$ cat config.mk
export PLATFORM = sky130hd
export DESIGN_NAME = phy_tx_sequencer
export DESIGN_NICKNAME = d
export VERILOG_FILES = /design/src/rtl/phy_tx_sequencer.sv
export SDC_FILE = /design/constraint.sdc
export NUM_CORES = 1
export LEC_CHECK = 0
export BUFFER_PORTS_ARGS = -buffer_cell sky130_fd_sc_hd__buf_4
export CELL_PAD_IN_SITES_DETAIL_PLACEMENT = 0
export CELL_PAD_IN_SITES_GLOBAL_PLACEMENT = 1
export CORE_ASPECT_RATIO = 0.8
export CORE_MARGIN = 2
export CORE_UTILIZATION = 36
export CTS_BUF_LIST = sky130_fd_sc_hd__clkbuf_4 sky130_fd_sc_hd__clkbuf_8
export DETAILED_ROUTE_END_ITERATION = 12
export PLACE_DENSITY_LB_ADDON = 0.2
export SYNTH_ARGS = -nofsm -noshare
export SYNTH_HDL_FRONTEND = slang
export SYNTH_SLANG_ARGS = --single-unit
export TNS_END_PERCENT = 100
$ cat constraint.sdc
create_clock -name clk -period 2.3 [get_ports clk]
set_input_delay 0.23 -clock clk [delete_from_list [all_inputs] [get_ports clk]]
set_output_delay 0.23 -clock clk [all_outputs]
set_load 0.03 [all_outputs]
$ cat src/rtl/phy_tx_sequencer.sv
module phy_tx_sequencer #(
  parameter int MAX_HOLD = 47,
  parameter int DW       = 8
) (
  input  logic          clk,
  input  logic          rst_n,
  input  logic [1:0]    phy_ctl_in,
  output logic [1:0]    ctl_out,
  output logic          ctl_oe,
  output logic [DW-1:0] data_out,
  output logic          data_oe,
  input  logic [DW-1:0] src_data,
  input  logic          src_valid,
  input  logic          src_last,
  output logic          src_ready,
  input  logic          concat_req,
  input  logic          ms_enable,
  input  logic [1:0]    cur_speed,
  input  logic [1:0]    next_speed,
  output logic          concat_reject,
  output logic          underrun
);
  localparam int CW = $clog2(MAX_HOLD + 1);
  localparam logic [1:0] C_IDLE = 2'b00, C_HOLD = 2'b01, C_TX = 2'b10, C_GRANT = 2'b11;

  typedef enum logic [2:0] {S_WAIT, S_GNT, S_LEAD, S_HOLD, S_SEND, S_TERM, S_TAIL} st_t;
  st_t st, st_nx;

  logic [CW-1:0] hcnt;
  logic          cat_q;
  logic [1:0]    spd_q;

  wire active     = (st == S_LEAD) || (st == S_HOLD) || (st == S_SEND);
  wire fire       = active && src_valid;
  wire bad_spd    = ms_enable && ((next_speed == 2'b11) ||
                                  (next_speed == 2'b00 && cur_speed != 2'b00));
  wire budget_out = (st == S_HOLD) && !src_valid && (hcnt == CW'(MAX_HOLD));

  assign src_ready     = active;
  assign concat_reject = fire && src_last && concat_req && bad_spd;
  assign underrun      = budget_out || ((st == S_SEND) && !src_valid);
  assign ctl_oe        = active || (st == S_TERM) || (st == S_TAIL);
  assign data_oe       = ctl_oe;

  always_comb begin
    if (fire)                                 ctl_out = C_TX;
    else if ((st == S_HOLD) && !budget_out)   ctl_out = C_HOLD;
    else if ((st == S_TERM) && cat_q)         ctl_out = C_HOLD;
    else                                      ctl_out = C_IDLE;
  end

  always_comb begin
    if (fire)                          data_out = src_data;
    else if ((st == S_TERM) && cat_q)  data_out = {spd_q, {(DW-2){1'b0}}};
    else                               data_out = '0;
  end

  always_comb begin
    st_nx = st;
    case (st)
      S_WAIT: if (phy_ctl_in == C_GRANT) st_nx = S_GNT;
      S_GNT:  if (phy_ctl_in == C_IDLE) st_nx = S_LEAD;
              else if (phy_ctl_in != C_GRANT) st_nx = S_WAIT;
      S_LEAD, S_HOLD, S_SEND:
        if (fire)                 st_nx = src_last ? S_TERM : S_SEND;
        else if (st == S_LEAD)    st_nx = S_HOLD;
        else if (st == S_SEND)    st_nx = S_TAIL;
        else if (budget_out)      st_nx = S_TAIL;
      S_TERM: st_nx = S_TAIL;
      default: st_nx = S_WAIT;
    endcase
  end

  always_ff @(posedge clk) begin
    if (!rst_n) begin
      st    <= S_WAIT;
      hcnt  <= '0;
      cat_q <= 1'b0;
      spd_q <= 2'b00;
    end else begin
      st <= st_nx;
      if (st == S_LEAD)                      hcnt <= '0;
      else if ((st == S_HOLD) && !src_valid) hcnt <= hcnt + 1'b1;
      if (fire && src_last) begin
        cat_q <= concat_req && !bad_spd;
        spd_q <= ms_enable ? next_speed : 2'b00;
      end
    end
  end
endmodule


Yosys cells after proc, flatten, opt, wreduce, memory -nomap -nowiden
Index checks and enable logic that the tools add are counted.
{"block": "word_totals", "in_bits": 20, "register_bits": 12, "wordCells": 62}
{"block": "op_classes", "n_mux": 15, "addsub": 1, "n_reduce_logical": 28, "eq_ne": 13, "bitwise": 1}
{"operator": "2-to-1 mux 3 bit", "n": 7}
{"operator": "2-to-1 mux 8 bit", "n": 2}
{"operator": "logical AND 1 bit", "n": 12}
{"operator": "one-hot mux 3 bit (4 select lines)", "n": 1}
{"operator": "== test 3 bit (second input constant)", "n": 3}
{"operator": "adder 6 x 1 -> 6 bit (second input constant)", "n": 1}
{"operator": "== test 3 x 2 -> 1 bit (second input constant)", "n": 2}
{"operator": "== test 6 bit (second input constant)", "n": 1}
{"operator": "logical OR 1 bit", "n": 6}
{"operator": "inequality test 5 bit (second input constant)", "n": 1}
{"operator": "== test 2 bit (second input constant)", "n": 2}
{"operator": "logical NOT 2 bit", "n": 2}
{"operator": "2-to-1 mux 2 bit", "n": 2}
{"operator": "inequality test 2 bit (second input constant)", "n": 2}
{"operator": "== test 3 x 1 -> 1 bit (second input constant)", "n": 1}
{"operator": "logical NOT 1 bit", "n": 3}
{"operator": "logical NOT 3 bit", "n": 1}
{"operator": "2-to-1 mux 1 bit", "n": 3}
{"operator": "inequality test 3 bit (second input constant)", "n": 1}
{"operator": "AND reduction 3 bit", "n": 1}
{"operator": "OR reduction 3 bit", "n": 1}
{"operator": "nonzero test 2 bit", "n": 1}
{"operator": "OR reduction 2 bit", "n": 1}
{"operator": "inverter 1 bit", "n": 1}

Longest topological paths before layout
Gate-level depths: netlist (run 1).
{"block": "logic_depth", "depth_word": 8, "mapped_depth": 6, "mapped_depth_nobuf": 5}

Worst setup path after synthesis (run 1)
OpenSTA, ideal clock, no wires.
{"block": "synth_path", "kind": "register -> output", "from": "register hcnt[0]", "to": "output port underrun", "t_required_ps": 2070, "arrival_ps": 1612, "setup_slack_ps": 458, "n_path_buf": 0, "stages_incl_launch_ff": 6, "path_cell_list": "dfxtp_1 -> ha_1 -> and4b_1 -> nand2_1 -> or3_1 -> a21oi_1"}
{"block": "synth_between", "elab_chain_cells": 3}
{"item": "start: declaration", "line_no": "29", "rtl": "logic [CW-1:0] hcnt;"}
{"item": "start signal: assignment", "line_no": "83", "rtl": "else if ((st == S_HOLD) && !src_valid) hcnt <= hcnt + 1'b1;"}
{"item": "== test 6 bit", "line_no": "37", "rtl": "wire budget_out = (st == S_HOLD) && !src_valid && (hcnt == CW'(MAX_HOLD));"}
{"item": "logical AND 1 bit", "line_no": "37"}
{"item": "logical OR 1 bit", "line_no": "41", "rtl": "assign underrun = budget_out || ((st == S_SEND) && !src_valid);"}
{"item": "end: declaration", "line_no": "21", "rtl": "output logic underrun"}
No other way between the ends.

Worst setup path in the final report (run 1)
{"block": "layout_path", "from": "register st[2]", "to": "output port data_out[6]"}
{"block": "layout_between", "elab_chain_cells": 5, "elab_cells_between_ends": 10, "cone_classes": "eq/ne: 4; mux: 2; reduce/logical: 4"}
{"item": "start: declaration", "line_no": "27", "rtl": "st_t st, st_nx;"}
{"item": "start signal: assignment", "line_no": "81", "rtl": "st <= st_nx;"}
{"item": "== test 3 x 2 -> 1 bit", "line_no": "33", "rtl": "wire active = (st == S_LEAD) || (st == S_HOLD) || (st == S_SEND);"}
{"item": "logical OR 1 bit (2 in series)", "line_no": "33"}
{"item": "logical AND 1 bit", "line_no": "34", "rtl": "wire fire = active && src_valid;"}
{"item": "2-to-1 mux 8 bit (*)", "line_no": "53", "rtl": "if (fire) data_out = src_data;"}
{"item": "end: declaration", "line_no": "10", "rtl": "output logic [DW-1:0] data_out,"}
Every way passes the cells marked *; elsewhere a longest branch is shown, timed or not.

==> qor.yml, run 1 <==
outcome:
  outcome: "finished clean"
placement:
  dpl.hpwl_um: 1430
  dp_slack_ns: 0.569
  io_buffers: 34
  gp_congestion: 0.767
synthesis:
  ys_types: 36
  synth_top_area_cell: "dfxtp_1"
  yosys-top-cells-area: "dfxtp_1, and2_2, nand2_1, nor2_1, xor2_1"
  ys_seq_area_frac: 0.303
  netlist_area_um2: 793
  syn_avg_cell_area_um2: 8.18
  synth_top_area_share: 0.303
  ys_ff_latch: 12
  synth_nets: 118
  synth_flop_cell: "dfxtp_1"
  synth_edf_count: 0
  synth_warnings: 0
  synth-async-reset-ratio: 0
  synthCells: 97
critical_path:
  critPathBufInv: 1
  arrival_ns: 1.78
  path_max_fanout: 10
  critPathMaxStageDelay_ns: 0.46
  end_kind: "primary output"
  start_kind: "flip-flop"
  cpLargestDelayFamily: "compound AO/OA/AOI/OAI gates"
  crit_chain: "or3b_4 > a21boi_4 > a22o_2 > buf_4"
  required_ns: 2.07
  crit_path_top_delay_cell: "or3b_4"
  path_class: "flip-flop to primary output"
global_routing:
  grt_max_degree: 11
  grt_pass1_vias: 695
  antenna_found_initial: 0
  gr-total-overflow: 0
  grt_use_total: 0.154
  grt_pass1_wl_um: 3060
sta:
  drv_slew: 0
  hold_slack_ns: 0.234
  tns_ns: 0
  rsz0062_at_grt: "false"
  worst_slack_ns: 0.286
  max_slew_margin: 0.722
  fmax_mhz: 496
  setup_viol: 0
  layout_min_cycle_time_ns: 2.01
  period_share: 0.876
  worst_slew_pin_slew_ns: 0.415
  hold_viol_final: 0
  skew_ns: 0.000979
clocking:
  root_buffer: "clkbuf_4"
  cts_tree: "built"
  clkTransAtPathRegs_ns: 0.07
  numClockSinks: 12
  cts_inserted_buffers: 3
  cts.htree.levels: 1
  post_cts_buffers: 0
  hold_buffers: 0
  clkLatencyLatePin_ns: 0.27
  cts_resized: 0
  cts.path.max_buffers: 2
route:
  top_layer: "met4"
  ant_nets: 0
  dr.pass1.iters: 4
  viasPerCell: 4.85
  post_drt_wl_per_cell_um: 11.7
  wl_met3_um: 130
  wl_um: 1820
  m1WireLength_um: 911
  drt_iter0_markers: 18
  route.vias.total: 751
  drc: 0
  met2WireLength_um: 765
layout:
  diodes: 0
  num-fill-cells: 221
  final_util: 0.511
  area_growth_pct: 36.6
  final_nets: 152
  post_route_cells_drive_above_1_share: 0.392
die:
  ios: 35
  placementRows: 15
  core_um2: 2120
  start_util: 0.374
  fp.dieW_um: 56.5
  die_area_um2: 2600
  die_y_um: 46.0
power_and_ir_drop:
  fin_total_pwr_mw: 0.441
  cellLeakagePower_nw: 0.496
  p_per_area_nw_per_um2: 407
  vdd_drop_max_uv: 400
hold_path:
  hold_class: "input pin to flip-flop"
job:
  cap_violations: 0
## placed cells by master (no fill, tap or decap), types with 2 or more instances in the layout
master and instances:
nand2_1 12, xnor2_1 2, a21boi_0 3, nand4_1 3
o21ai_0 5, nor2_1 11, a21oi_1 3, a31oi_1 2
nand2b_1 3, dfxtp_1 12, and2_2 6, clkbuf_4 3
and3_1 4, buf_4 34, nand3_1 2, xor2_1 4
## report_power, final
| part | internal (mW) | total [mW] | leakage (nW) | switching [mW] |
|---|---|---|---|---|
| clock | 0.0962 | 0.165 | 0.0210 | 0.0684 |
| combinational | 0.0338 | 0.0619 | 0.378 | 0.0281 |
| sequential | 0.210 | 0.214 | 0.0968 | 0.00441 |
| total | 0.340 | 0.441 | 0.496 | 0.101 |
## through the flow
step / area (um^2) / cells
floorplan: 793 / 97
global placement: 1050 / 151
detailed placement: 1050 / 151
CTS: 1080 / 155
global route: 1080 / 155
finish: 1080 / 155
## state kept, by name, indices dropped and copies added, names as in the netlist
signal and count:
spd_q 2, hcnt 6, st 3, cat_q 1
## kinds of logic after synthesis
family / Yosys count / synth area share
DFF: 12 / 0.303
and+or+nand+nor: 49 / 0.341
muxes: 1 / 0.0126
AOI/OAI and AO/OA: 22 / 0.216
xor gates and xnor gates: 6 / 0.0662
adders and majority gates: 1 / 0.0158
buffers and inverters: 6 / 0.0457
## cell type report
type | count | area (um^2) | share of cell area
well taps | 25 | 31.3 | 0.0289
multi-input cells | 79 | 517 | 0.477
flip-flops and latches | 12 | 240 | 0.222
inverters | 1 | 3.75 | 0.00346
repair buffers | 34 | 255 | 0.236
clock buffers | 4 | 36.3 | 0.0335
## per-layer routing
metal  GRT usage  up-vias
li1            -      403
met3      0.0597        2
met2       0.242       25
met5           0        -
met4      0.0286        0
met1       0.204      321
## cells in the mapped netlist, drive strengths merged (2+ instances only)
| cell type | number |
|---|---|
| xor2 | 4 |
| dfxtp | 12 |
| nand2 | 13 |
| o21ai | 6 |
| xnor2 | 2 |
| nor2 | 11 |
| a22o | 2 |
| nand2b | 3 |
| and3 | 4 |
| nand4 | 3 |
| and2 | 7 |
| nand3 | 2 |
| a21boi | 4 |
| a31oi | 2 |
| buf | 5 |
| a21oi | 4 |
## path summary, 6_finish.rpt
| kind | start | end | slack [ns] | cells past startpoint |
|---|---|---|---|---|
| setup / recovery | st[2] | data_out[6] | 0.29 | 4 |
| hold / removal | rst_n | st[2] | 0.23 | 2 |
| setup reg to reg | st[2] | cat_q | 0.78 | 4 |
| hold reg to reg | spd_q[0] | spd_q[0] | 0.48 | 2 |
Power figures use the tool's default switching activity.
==> run 2, diff against run 1 <==
--- a/config.mk
+++ b/config.mk
@@ -6,6 +6,7 @@
 export NUM_CORES = 1
 export LEC_CHECK = 0
 export BUFFER_PORTS_ARGS = -buffer_cell sky130_fd_sc_hd__buf_4
+export CAP_MARGIN = 20
 export CELL_PAD_IN_SITES_DETAIL_PLACEMENT = 0
 export CELL_PAD_IN_SITES_GLOBAL_PLACEMENT = 1
 export CORE_ASPECT_RATIO = 0.8
==> constraint.sdc (replaced) <==
create_clock -name clk -period 2.3 [get_ports clk]
set_input_delay 0.46 -clock clk [delete_from_list [all_inputs] [get_ports clk]]
set_output_delay 0.46 -clock clk [all_outputs]
set_load 0.03 [all_outputs]
==> run 2 against run 1 <==
  * Cell count is 1.9% higher
  * Die area stayed put
  * Non-clock buffer count is 2 higher
  * Sequential share of layout area is 0.33 points lower
==> qor.yml, run 2 (same netlist as run 1, synthesis figures left out) <==
outcome:
  outcome: "finished clean"
layout:
  reg.largest.list: "hcnt x6, st x3, spd_q x2"
  diodes: 0
  design_area_um2: 1130
  post_route_cells_drive_above_1_share: 0.451
  layout_common_cells: "buf_4, nand2_1, nor2_1"
  final_nets: 155
  area_growth_pct: 42.3
  largest_reg_flops: 6
  num-fill-cells: 211
  layout_commonest_cell: "buf_4"
  top_register: "hcnt"
route:
  viasPerCell: 5.01
  m1WireLength_um: 973
  dr.pass1.iters: 4
  wl_met3_um: 141
  route.vias.total: 791
  drc: 0
  post_drt_wl_per_cell_um: 12.3
  drt_iter0_markers: 26
  wl_um: 1940
  top_layer: "met4"
  ant_nets: 0
  met2WireLength_um: 813
die:
  placementRows: 15
  start_util: 0.374
  die_y_um: 46.0
  die_area_um2: 2600
  core_um2: 2120
  fp.dieW_um: 56.5
  ios: 35
clocking:
  clkTransAtPathRegs_ns: 0.07
  cts.path.max_buffers: 2
  cts.htree.levels: 1
  cts_tree: "built"
  cts_inserted_buffers: 3
  clkLatencyLatePin_ns: 0.27
  root_buffer: "clkbuf_4"
  numClockSinks: 12
sta:
  fmax_mhz: 455
  tns_ns: 0
  skew_ns: 0.000979
  hold_viol_final: 0
  rsz0062_at_grt: "false"
  drv_slew: 0
  max_slew_margin: 0.705
  period_share: 0.956
  setup_viol: 0
  layout_min_cycle_time_ns: 2.20
  worst_slew_pin_slew_ns: 0.440
critical_path:
  path_max_fanout: 9
  ff2ff_path_depth: 5
  path_class: "flip-flop to primary output"
  arrival_ns: 1.74
  crit_chain: "or3b_4 > a21boi_2 > and2_2 > buf_4"
  critPathBufInv: 1
  regToRegStartpoint: "st[0]"
  cpLargestDelayFamily: "simple AND/OR/NAND/NOR gates"
  worst_r2r_endpoint: "cat_q"
  start_kind: "flip-flop"
  required_ns: 1.84
  critPathMaxStageDelay_ns: 0.49
  end_kind: "primary output"
  crit_path_top_delay_cell: "or3b_4"
  ff2ff_setup_slack_ns: 0.70
power_and_ir_drop:
  vdd_drop_max_uv: 401
  p_per_area_nw_per_um2: 392
  cellLeakagePower_nw: 0.510
placement:
  gp_congestion: 0.767
  placed_area_um2: 1050
  io_buffers: 34
  dpl.hpwl_um: 1430
job:
  cap_violations: 0
hold_path:
  hold_path_startpoint: "rst_n"
  whs_endpoint: "st[2]"
  hold_class: "input pin to flip-flop"
  hold_depth: 2
global_routing:
  grt_pass1_vias: 695
  grt_use_total: 0.154
  antenna_found_initial: 0
  grt_pass1_wl_um: 3060
  gr-total-overflow: 0
  grt_max_degree: 11
-- run 2: timing repair --
item / in CTS / in global routing
gates resized for setup: 0 / 8
endpoints found under the setup margin: 0 / 9
hold buffers: 0 / 0
buffers inserted: 0 / 2
-- run 2: per-layer routing --
metal / vias up / global-route usage
met1: 346 / 0.204
met4: 0 / 0.0286
met3: 2 / 0.0597
met2: 30 / 0.242
li1: 413 / -
met5: - / 0
-- run 2: stage by stage --
| stage | std cells | setup slack, ns | hold slack [ns] | util | power (mW) |
|---|---|---|---|---|---|
| 2_1_floorplan | 97 | 0.228 | 0.454 | - | 0.246 |
| 3_3_place_gp | 151 | 0.369 | 0.475 | 0.494 | 0.281 |
| 3_5_place_dp | 151 | 0.339 | 0.479 | 0.494 | 0.282 |
| 4_1_cts | 155 | 0.0369 | 0.455 | 0.511 | 0.449 |
| 5_1_grt | 158 | 0.00110 | 0.460 | 0.532 | 0.469 |
| 6_report | 158 | 0.102 | 0.466 | 0.532 | 0.442 |
-- run 2: worst max path at each step --
stage / start / endpoint / slack [ns] / cells past startpoint
2_1_floorplan: hcnt[0] / underrun / 0.23 / 5
3_3_place_gp: hcnt[0] / underrun / 0.37 / 6
3_5_place_dp: st[2] / data_out[6] / 0.34 / 4
4_1_cts: st[2] / data_out[6] / 0.04 / 4
5_1_grt: hcnt[0] / underrun / 0.001 / 6
6_report: st[0] / data_out[0] / 0.10 / 4
-- run 2: final cells by class --
type,count,area [um^2],area share
Multi-Input combinational cell,80,537,0.476
Tap cell,25,31.3,0.0277
Clock buffer,4,36.3,0.0322
Timing Repair Buffer,36,274,0.243
Inverter,1,3.75,0.00333
Sequential cell,12,246,0.218
-- run 2: power by group --
part,total [mW],switching (mW),leakage (nW),internal [mW]
Combinational,0.0640,0.0292,0.390,0.0348
Sequential,0.213,0.00448,0.0987,0.209
Clock,0.165,0.0687,0.0210,0.0962
Total,0.442,0.102,0.510,0.340
